--- src/rtl/seg_pkg.sv ---
package seg_pkg;

    localparam int SEL_W    = 16;
    localparam int ADDR_W   = 32;
    localparam int IDX_W    = 13;
    localparam int TGT_W    = 3;
    localparam int NUM_ENT  = 7;
    localparam int WORD_OFS = 4;

    localparam logic [TGT_W-1:0] TGT_ES  = 3'd0;
    localparam logic [TGT_W-1:0] TGT_CS  = 3'd1;
    localparam logic [TGT_W-1:0] TGT_SS  = 3'd2;
    localparam logic [TGT_W-1:0] TGT_LDT = 3'd6;
    localparam logic [TGT_W-1:0] TGT_BAD = 3'd7;

    typedef enum logic [1:0] {
        FLT_NONE = 2'd0,
        FLT_GP   = 2'd1,
        FLT_NP   = 2'd2,
        FLT_UD   = 2'd3
    } fault_e;

    typedef struct packed {
        logic              valid;
        logic [SEL_W-1:0]  sel;
        logic [ADDR_W-1:0] base;
        logic [ADDR_W-1:0] limit;
        logic [1:0]        dpl;
        logic              s;
        logic [3:0]        typ;
        logic              g;
        logic              db;
        logic              lng;
        logic              avl;
    } seg_ent_t;

    // Build a cache entry from the two descriptor words.
    function automatic seg_ent_t unpack_desc(input logic [SEL_W-1:0] sel,
                                             input logic [31:0] lo,
                                             input logic [31:0] hi);
        seg_ent_t e;
        logic [19:0] raw;
        raw     = {hi[19:16], lo[15:0]};
        e.valid = 1'b1;
        e.sel   = sel;
        e.base  = {hi[31:24], hi[7:0], lo[31:16]};
        e.g     = hi[23];
        e.db    = hi[22];
        e.lng   = hi[21];
        e.avl   = hi[20];
        e.dpl   = hi[14:13];
        e.s     = hi[12];
        e.typ   = hi[11:8];
        e.limit = hi[23] ? {raw, 12'hFFF} : {12'd0, raw};
        return e;
    endfunction

    // Per-target descriptor type rule.
    function automatic logic type_ok(input logic [TGT_W-1:0] tgt,
                                     input logic s, input logic [3:0] typ);
        if (tgt == TGT_SS)       return s && !typ[3] && typ[1];
        else if (tgt == TGT_LDT) return !s && (typ == 4'h2);
        else                     return s && (!typ[3] || typ[1]);
    endfunction

endpackage

--- src/rtl/seg_gdtr.sv ---
module seg_gdtr
    import seg_pkg::*;
(
    input  logic              clk,
    input  logic              rst,
    input  logic              wr,
    input  logic [ADDR_W-1:0] base_in,
    input  logic [15:0]       limit_in,
    output logic [ADDR_W-1:0] base,
    output logic [15:0]       limit
);
    always_ff @(posedge clk) begin
        if (rst) begin
            base  <= '0;
            limit <= '0;
        end else if (wr) begin
            base  <= base_in;
            limit <= limit_in;
        end
    end
endmodule

--- src/rtl/seg_cache_bank.sv ---
module seg_cache_bank
    import seg_pkg::*;
(
    input  logic               clk,
    input  logic               rst,
    input  logic [NUM_ENT-1:0] wr_en,
    input  seg_ent_t           wr_data,
    input  logic [TGT_W-1:0]   rd_idx,
    output seg_ent_t           rd_ent,
    output seg_ent_t           ldt_ent
);
    seg_ent_t ent [NUM_ENT];

    for (genvar i = 0; i < NUM_ENT; i++) begin : g_ent
        always_ff @(posedge clk) begin
            if (rst)           ent[i] <= '0;
            else if (wr_en[i]) ent[i] <= wr_data;
        end
    end

    always_comb begin
        rd_ent = '0;
        for (int i = 0; i < NUM_ENT; i++)
            if (rd_idx == 3'(i)) rd_ent = ent[i];
    end

    assign ldt_ent = ent[NUM_ENT-1];


    single_write_chk: assert property (@(posedge clk) disable iff (rst)
        $onehot0(wr_en));

    cs_never_written_chk: assert property (@(posedge clk) disable iff (rst)
        !wr_en[TGT_CS]);

    cs_stays_invalid_chk: assert property (@(posedge clk) disable iff (rst)
        !ent[TGT_CS].valid);
endmodule

--- src/rtl/seg_fetch_fsm.sv ---
module seg_fetch_fsm
    import seg_pkg::*;
(
    input  logic               clk,
    input  logic               rst,
    input  logic               req_valid,
    input  logic [TGT_W-1:0]   req_target,
    input  logic [SEL_W-1:0]   req_sel,
    input  logic [ADDR_W-1:0]  gdt_base,
    input  logic [15:0]        gdt_limit,
    input  seg_ent_t           ldt_ent,
    output logic               mem_rd,
    output logic [ADDR_W-1:0]  mem_addr,
    input  logic               mem_rvalid,
    input  logic [31:0]        mem_rdata,
    output logic               busy,
    output logic               done,
    output logic               fault,
    output logic [1:0]         fault_kind,
    output logic [SEL_W-1:0]   fault_code,
    output logic [NUM_ENT-1:0] wr_en,
    output seg_ent_t           wr_data
);
    typedef enum logic [2:0] {
        S_IDLE, S_PRE, S_RD0, S_W0, S_RD1, S_W1, S_CHK, S_FIN
    } st_e;

    st_e               st;
    logic [TGT_W-1:0]  tgt_q;
    logic [SEL_W-1:0]  sel_q;
    logic [ADDR_W-1:0] addr_q;
    logic [31:0]       lo_q, hi_q;
    fault_e            kind_q;

    logic [IDX_W-1:0]  idx;
    logic              ti, is_null, tbl_ok;
    logic [ADDR_W-1:0] tbl_base, tbl_lim, end_ofs;
    fault_e            pre_fault, chk_fault;
    seg_ent_t          desc;

    assign idx      = sel_q[SEL_W-1:3];
    assign ti       = sel_q[2];
    assign is_null  = (idx == '0) && !ti;
    assign tbl_ok   = !ti || ldt_ent.valid;
    assign tbl_base = ti ? ldt_ent.base  : gdt_base;
    assign tbl_lim  = ti ? ldt_ent.limit : {16'd0, gdt_limit};
    assign end_ofs  = {16'd0, idx, 3'b111};
    assign desc     = unpack_desc(sel_q, lo_q, hi_q);

    always_comb begin
        if (tgt_q == TGT_CS || tgt_q == TGT_BAD)  pre_fault = FLT_UD;
        else if (tgt_q == TGT_LDT && ti)          pre_fault = FLT_GP;
        else if (is_null)                         pre_fault = (tgt_q == TGT_SS) ? FLT_GP : FLT_NONE;
        else if (!tbl_ok || end_ofs > tbl_lim)    pre_fault = FLT_GP;
        else                                      pre_fault = FLT_NONE;
    end

    always_comb begin
        if (!type_ok(tgt_q, desc.s, desc.typ)) chk_fault = FLT_GP;
        else if (!hi_q[15])                    chk_fault = FLT_NP;
        else                                   chk_fault = FLT_NONE;
    end

    always_comb begin
        wr_en   = '0;
        wr_data = desc;
        if (st == S_PRE && pre_fault == FLT_NONE && is_null) begin
            wr_data     = '0;
            wr_data.sel = sel_q;
        end
        for (int i = 0; i < NUM_ENT; i++) begin
            if (tgt_q == 3'(i) &&
                ((st == S_PRE && pre_fault == FLT_NONE && is_null) ||
                 (st == S_CHK && chk_fault == FLT_NONE)))
                wr_en[i] = 1'b1;
        end
    end

    always_ff @(posedge clk) begin
        if (rst) begin
            st     <= S_IDLE;
            tgt_q  <= '0;
            sel_q  <= '0;
            addr_q <= '0;
            lo_q   <= '0;
            hi_q   <= '0;
            kind_q <= FLT_NONE;
        end else begin
            case (st)
                S_IDLE: if (req_valid) begin
                    tgt_q <= req_target;
                    sel_q <= req_sel;
                    st    <= S_PRE;
                end
                S_PRE: begin
                    kind_q <= pre_fault;
                    if (pre_fault != FLT_NONE || is_null) st <= S_FIN;
                    else begin
                        addr_q <= tbl_base + {16'd0, idx, 3'b000};
                        st     <= S_RD0;
                    end
                end
                S_RD0: st <= S_W0;
                S_W0: if (mem_rvalid) begin
                    lo_q <= mem_rdata;
                    st   <= S_RD1;
                end
                S_RD1: st <= S_W1;
                S_W1: if (mem_rvalid) begin
                    hi_q <= mem_rdata;
                    st   <= S_CHK;
                end
                S_CHK: begin
                    kind_q <= chk_fault;
                    st     <= S_FIN;
                end
                default: st <= S_IDLE;
            endcase
        end
    end

    assign mem_rd     = (st == S_RD0) || (st == S_RD1);
    assign mem_addr   = (st == S_RD1) ? addr_q + ADDR_W'(WORD_OFS) : addr_q;
    assign busy       = (st != S_IDLE);
    assign done       = (st == S_FIN);
    assign fault      = done && (kind_q != FLT_NONE);
    assign fault_kind = kind_q;
    assign fault_code = {sel_q[SEL_W-1:2], 2'b00};


    read_inside_op_chk: assert property (@(posedge clk) disable iff (rst)
        mem_rd |-> busy);

    done_releases_busy_chk: assert property (@(posedge clk) disable iff (rst)
        done |=> !busy);

    busy_ignores_req_chk: assert property (@(posedge clk) disable iff (rst)
        (busy && req_valid) |=> $stable(sel_q) && $stable(tgt_q));

    cs_no_read_chk: assert property (@(posedge clk) disable iff (rst)
        mem_rd |-> (tgt_q != TGT_CS && tgt_q != TGT_BAD));

    ldt_local_no_read_chk: assert property (@(posedge clk) disable iff (rst)
        mem_rd |-> !(tgt_q == TGT_LDT && sel_q[2]));

    fault_with_done_chk: assert property (@(posedge clk) disable iff (rst)
        fault |-> (done && fault_kind != 2'd0));
endmodule

--- src/rtl/seg_load_unit.sv ---
module seg_load_unit
    import seg_pkg::*;
(
    input  logic        clk,
    input  logic        rst,
    input  logic        gdt_wr,
    input  logic [31:0] gdt_base_in,
    input  logic [15:0] gdt_limit_in,
    output logic [31:0] gdt_base,
    output logic [15:0] gdt_limit,
    input  logic        req_valid,
    input  logic [2:0]  req_target,
    input  logic [15:0] req_sel,
    output logic        busy,
    output logic        done,
    output logic        fault,
    output logic [1:0]  fault_kind,
    output logic [15:0] fault_code,
    output logic        mem_rd,
    output logic [31:0] mem_addr,
    input  logic        mem_rvalid,
    input  logic [31:0] mem_rdata,
    input  logic [2:0]  rd_target,
    output logic        rd_valid,
    output logic [15:0] rd_sel,
    output logic [31:0] rd_base,
    output logic [31:0] rd_limit,
    output logic [1:0]  rd_dpl,
    output logic [4:0]  rd_sys_type,
    output logic [3:0]  rd_flags
);
    logic [NUM_ENT-1:0] wr_en;
    seg_ent_t           wr_data, rd_ent, ldt_ent;

    seg_gdtr u_gdtr (
        .clk(clk), .rst(rst), .wr(gdt_wr),
        .base_in(gdt_base_in), .limit_in(gdt_limit_in),
        .base(gdt_base), .limit(gdt_limit)
    );

    seg_fetch_fsm u_fsm (
        .clk(clk), .rst(rst),
        .req_valid(req_valid), .req_target(req_target), .req_sel(req_sel),
        .gdt_base(gdt_base), .gdt_limit(gdt_limit), .ldt_ent(ldt_ent),
        .mem_rd(mem_rd), .mem_addr(mem_addr),
        .mem_rvalid(mem_rvalid), .mem_rdata(mem_rdata),
        .busy(busy), .done(done), .fault(fault),
        .fault_kind(fault_kind), .fault_code(fault_code),
        .wr_en(wr_en), .wr_data(wr_data)
    );

    seg_cache_bank u_cache (
        .clk(clk), .rst(rst), .wr_en(wr_en), .wr_data(wr_data),
        .rd_idx(rd_target), .rd_ent(rd_ent), .ldt_ent(ldt_ent)
    );

    assign rd_valid    = rd_ent.valid;
    assign rd_sel      = rd_ent.sel;
    assign rd_base     = rd_ent.base;
    assign rd_limit    = rd_ent.limit;
    assign rd_dpl      = rd_ent.dpl;
    assign rd_sys_type = {rd_ent.s, rd_ent.typ};
    assign rd_flags    = {rd_ent.g, rd_ent.db, rd_ent.lng, rd_ent.avl};
endmodule

--- config.mk ---
export PLATFORM = sky130hd
export DESIGN_NAME = seg_load_unit
export DESIGN_NICKNAME = d
export VERILOG_FILES = /design/src/rtl/seg_pkg.sv /design/src/rtl/seg_gdtr.sv /design/src/rtl/seg_cache_bank.sv /design/src/rtl/seg_fetch_fsm.sv /design/src/rtl/seg_load_unit.sv
export SDC_FILE = /design/constraint.sdc
export NUM_CORES = 1
export LEC_CHECK = 0
export ABC_AREA = 1
export BUFFER_PORTS_ARGS = -buffer_cell sky130_fd_sc_hd__buf_2
export CAP_MARGIN = 20
export CORE_UTILIZATION = 55
export DETAILED_ROUTE_END_ITERATION = 8
export PLACE_DENSITY = 0.72
export SLEW_MARGIN = 20
export SYNTH_ARGS = -nofsm -noshare
export SYNTH_HDL_FRONTEND = slang
export SYNTH_HIERARCHICAL = 1
export SYNTH_SLANG_ARGS = --single-unit
--- constraint.sdc ---
create_clock -name clk -period 9.7 [get_ports clk]
set_clock_uncertainty 0.2 [all_clocks]
set_input_delay 1.94 -clock clk [delete_from_list [all_inputs] [get_ports clk]]
set_output_delay 1.94 -clock clk [all_outputs]
set_load 0.02 [all_outputs]
# Word level (Yosys, flattened, before mapping)
# Memory sizes are Yosys's and may differ from the RTL's.
# Cells that the tools add are included.
# totals
regBits,168
ramBits,644
inputBits,107
output_inout_bits,194
wordCells,152
mem_count,1
# op_classes
add_sub_neg,2
order_cmp,1
eq_ne,24
muxes,64
bitwise_logic,8
reduce_logical,43
# mem_list
name,depth,word_bits,rd,rd_ports_with_merged_regs,write_ports,line,rtl
u_cache.ent,7,92,7,0,7,seg_cache_bank.sv:12,seg_ent_t ent [NUM_ENT];
# op_table
op,n
two-way mux 92 bit,15
two-way mux 32 bit,4
two-way mux 1 bit,34
== test 3 bit (second input constant),11
adder 32 x 16 -> 32 bit,1
adder 32 x 3 -> 32 bit (second input constant),1
> comparator 16 x 32 -> 1 bit,1
case mux 3 bit (7 select lines),1
== test 3 x 2 -> 1 bit (second input constant),6
logical AND 1 bit,17
zero test 13 bit,1
two-way mux 3 bit,4
two-way mux 2 bit,5
== test 3 x 1 -> 1 bit (second input constant),3
zero test 3 bit,3
AND reduction 2 bit,4
logical OR 1 bit,7
OR 1 bit,7
inequality test 2 bit (second input constant),3
nonzero test 2 bit,3
== test 4 x 2 -> 1 bit (second input constant),1
zero test 1 bit,4
zero test 2 bit,2
case mux 2 bit (2 select lines),1
other kinds (3),3

# Logic depth before layout (Yosys ltp)
# logic_depth
word_depth,18
mapped_depth,21
ltp_nobuf,17

# Cells and area by module
# The synthesis kept the hierarchy.
# modules_own_cells
mod,instances,cells_per_inst,area_each_um2,seq_area_each_um2
seg_cache_bank,1,2607,27945.6,19338.5
seg_fetch_fsm,1,1306,8276.7,2402.3
seg_gdtr,1,305,1976.9,960.9

# Worst setup path before layout
# No wires, ideal clock.
# synth_path
path_kind,input port to output port
start,input port rd_target[0]
end,output port rd_base[0]
arrival_time_ns,2.883
t_required_ns,7.560
slack_ns,4.677
stages,6
path_buffers,3
cell_sequence,buf_4 -> nor3_2 -> buf_2 -> buf_2 -> nand2_1 -> nand4_1
# synth_between
elab_chain_len,8
elab_cells_between_ends,14
cone_classes,eq/ne (6); mux (7); reduce/logical (1)
# synth_lines
element,line,rtl
start: declaration,seg_load_unit.sv:23,"input logic [2:0] rd_target,"
zero test 3 bit,seg_cache_bank.sv:24,if (rd_idx == 3'(i)) rd_ent = ent[i];
two-way mux 92 bit (6 in a row),seg_cache_bank.sv:24,
two-way mux 92 bit *,seg_cache_bank.sv:24,
end: declaration,seg_load_unit.sv:26,"output logic [31:0] rd_base,"
# Every way passes the cells marked *; elsewhere a longest branch is shown, timed or not.

# Worst setup path after layout
# layout_path
start,input port rd_target[0]
end,output port rd_base[6]
# The elaborated chain is that of the path after synthesis.

==> results.md <==
- Sinks on Clock Net: 812
- Final hold violations: 0
- Commonest non-fill, non-tap cell in the layout: nor2_1
- Status: completed
- Mux cell area share after synthesis: 0.341%
- Normalized max-slew margin: 20.2%
- Final core utilization: 61.9%
- Post-synthesis cell type count: 45
- Mapped Cells: 4,218
- WP data arrival: 4940 ps
- Grt ovf: 0
- Main synth FF type: edfxtp_1
- Residual DRC count: 0
- Clk root buf: clkbuf_16
- Synthesized area per cell: 9.06 um^2
- Adder and majority gate portion of the synthesized area: 0.937%
- Hold Path End: u_fsm/hi_q[27]
- Via count: 31,265
- Clk pin slew, worst setup/hold paths: 60 ps
- Final setup fails: 0
- Final TNS setup: 0 ps
- Placer Congestion: 0.970
- Worst-Margin Slew: 1200 ps
- Internal: 6380 uW
- Hold depth: 2
- PortBufs: 298
- Worst r2r dst: u_cache/ent[4][73]
- Max Slew Vio Count: 0
- R2R Setup Slk: 4560 ps
- Register area share after synthesis: 59.4%
- Worst path cell trace: buf_4, nor2_4, buf_4, nand3_1, nand3_1, nor2_1, nand4_1, buf_2
- Most frequent cells in the layout: nor2_1, nand2_1, edfxtp_1
- CP Max Fanout: 58
- Leakage: 0.0166 uW
- FF-to-FF Start: u_fsm/sel_q[2]
- Die ar.: 0.0705 mm^2
- Compound-Gate Fraction of Synth Area: 3.64%
- Post-Synth XOR/XNOR Area: 1.01%
- Clock share of power: 35.7%
- Clock Latency Late Sink: 650 ps
- DR pass1 iterations: 6
- Synth Warn #: 6
- # nets final: 4,479
- DR WL/cell: 22.2 um
- HPWL after DPL: 72,000 um
- Initial Utilization: 55.6%
- Comb power frac: 18.9%
- Num rows: 96
- Resize count post-CTS: 0
- Worst setup EP type: output pin
- RSZ-0062 raised after global routing: false
- CP Launch Type: primary input
- NetSw: 2890 uW
- Switching share of power: 31.1%
- Clock Tree Buf Depth: 3
- Post-CTS Setup Inserts: 0
- Pwr/cell area: 218 mW/mm^2
- Synth-to-layout area growth: 11.2%
- Core Region: 0.0687 mm^2
- Setup CP Type: primary input to output pin
- Max-cap violation count: 0
- Worst setup startpoint: rd_target[0]
- Slowest stage delay, CP: 1020 ps
- Iteration-0 DRC Markers: 3,977
- Layout cells sized above 1: 12.2%
- Hold slack: 257 ps
- Hold_buf cts: 0
- Async set or reset register ratio after synthesis: 0%
- Mapped Area: 0.0382 mm^2
- Via/cell ratio: 5.84
- Crit-path slowest cell: nor2_4
- Post-synth EDFFs: 644
- Worst vdd ir: 0.127 mV
- Worst r2r path cells: 10
- Total wire length: 119,000 um
- Vias in the first global route: 29,153
- Pin count of the biggest net entering global routing: 113
- CTS buffer count: 85
- Fin crit share: 73.0%
- Tot GR Track Use: 33.3%
- Die Wd: 266 um
- Sequential share of power: 45.4%
- Hold Crit Start: u_fsm/hi_q[27]
- First-pass GRT wire length: 176,000 um
- Initial antenna violation count: 7
- I/O pin count: 301
- Simple-gate share of the synthesized area: 26.3%
- H-tree lvl count: 3
- Fin crit period: 7080 ps
- Worst min-delay path class: flop to flop
- Main combinational cell family by area after synthesis: simple AND/OR/NAND/NOR gates
- Worst Path Required: 7560 ps
- CTS tree: yes
- Antenna viol nets, final: 0
- Highest clock rate: 0.141 GHz
- Die Ht: 266 um
- #FFs+latches synth: 812
[kinds of logic (layout without fill, tap and decap cells)]
family	Yosys count	count (layout)
fa+ha+maj	28	28
other cells	1	6
xor+xnor	44	44
mux	13	13
compound gates	267	267
simple gates	2346	2346
flops	812	812
buf+inv	707	903
[power groups by stage]
stage	clock [uW]	combinational (uW)	sequential (uW)
after floorplan	0	1190	4210
after global placement	0	1690	4260
after detailed placement	0	1710	4270
after CTS	3320	1720	4200
after global routing	3470	1880	4220
final	3310	1760	4210
[critical path, delay by kind of cell]
kind,cells,cell delay (ps)
and+or+nand+nor,5,1530
buffers and inverters,3,1350
[how the worst max path moves through the flow]
stage	slack (ps)	to	cells after the start
global placement	2750	rd_base[6]	8
detailed placement	2750	rd_limit[11]	8
CTS	2740	rd_limit[10]	8
floorplan	4680	rd_base[0]	6
finish	2620	rd_base[6]	8
global route	2560	rd_base[6]	8
[routing by layer]
layer / track usage (%) / up-vias / part of all wire (%)
met4: 18.0 / 6 / 5.7
li1: - / 14186 / -
met3: 7.33 / 358 / 12
met2: 51.4 / 1909 / 44
met1: 43.9 / 14806 / 38
met5: 0 / - / 0.027
[metrics by stage]
stage	std cells	total power (uW)	worst slack, ps	area (um^2)
after floorplan	4219	5400	4680	38200
after global placement	5188	5960	2750	39600
after detailed placement	5188	5980	2750	39600
after CTS	5346	9240	2740	42500
after global routing	5350	9570	2560	42500
final	5350	9270	2620	42500
[registers in the layout (all words and copies together) (netlist names)]
name,flops
u_fsm/lo_q,32
u_cache/ent,644
u_gdtr/limit,16
u_gdtr/base,32
u_fsm/fault_kind,2
u_fsm/hi_q,32
u_fsm/tgt_q,3
u_fsm/st,3
u_fsm/sel_q,16
u_fsm/addr_q,32
[synth_stat cells (all sizes together), types with 2 or more instances]
cell / number / share of area (%)
edfxtp: 644 / 51
nand4: 291 / 4.8
nor4: 3 / 0.049
mux2i: 13 / 0.34
a211oi: 10 / 0.20
nand3: 251 / 3.3
or2: 11 / 0.18
a21o: 2 / 0.039
xnor2: 5 / 0.11
nor3: 24 / 0.39
nand2: 683 / 6.8
clkbuf: 57 / 0.56
nand3b: 6 / 0.12
o21a: 2 / 0.039
dfxtp: 168 / 8.8
buf: 240 / 3.7
a21oi: 136 / 1.8
inv: 409 / 4.0
xor2: 39 / 0.89
ha: 27 / 0.88
nor2: 1077 / 11
o21ai: 113 / 1.5
[final cells by class]
| cell class | instances | area [um^2] |
|---|---|---|
| Multi-Input combinational cell | 2700 | 12500 |
| Timing Repair Buffer | 335 | 1780 |
| Fill cell | 5788 | 26200 |
| Clock inverter | 44 | 394 |
| Inverter | 410 | 1550 |
| Antenna cell | 4 | 10.0 |
| Sequential cell | 812 | 22700 |
| Tap cell | 931 | 1160 |
| Clock buffer | 114 | 2440 |
No activity file was read; power rests on OpenSTA's default activity.
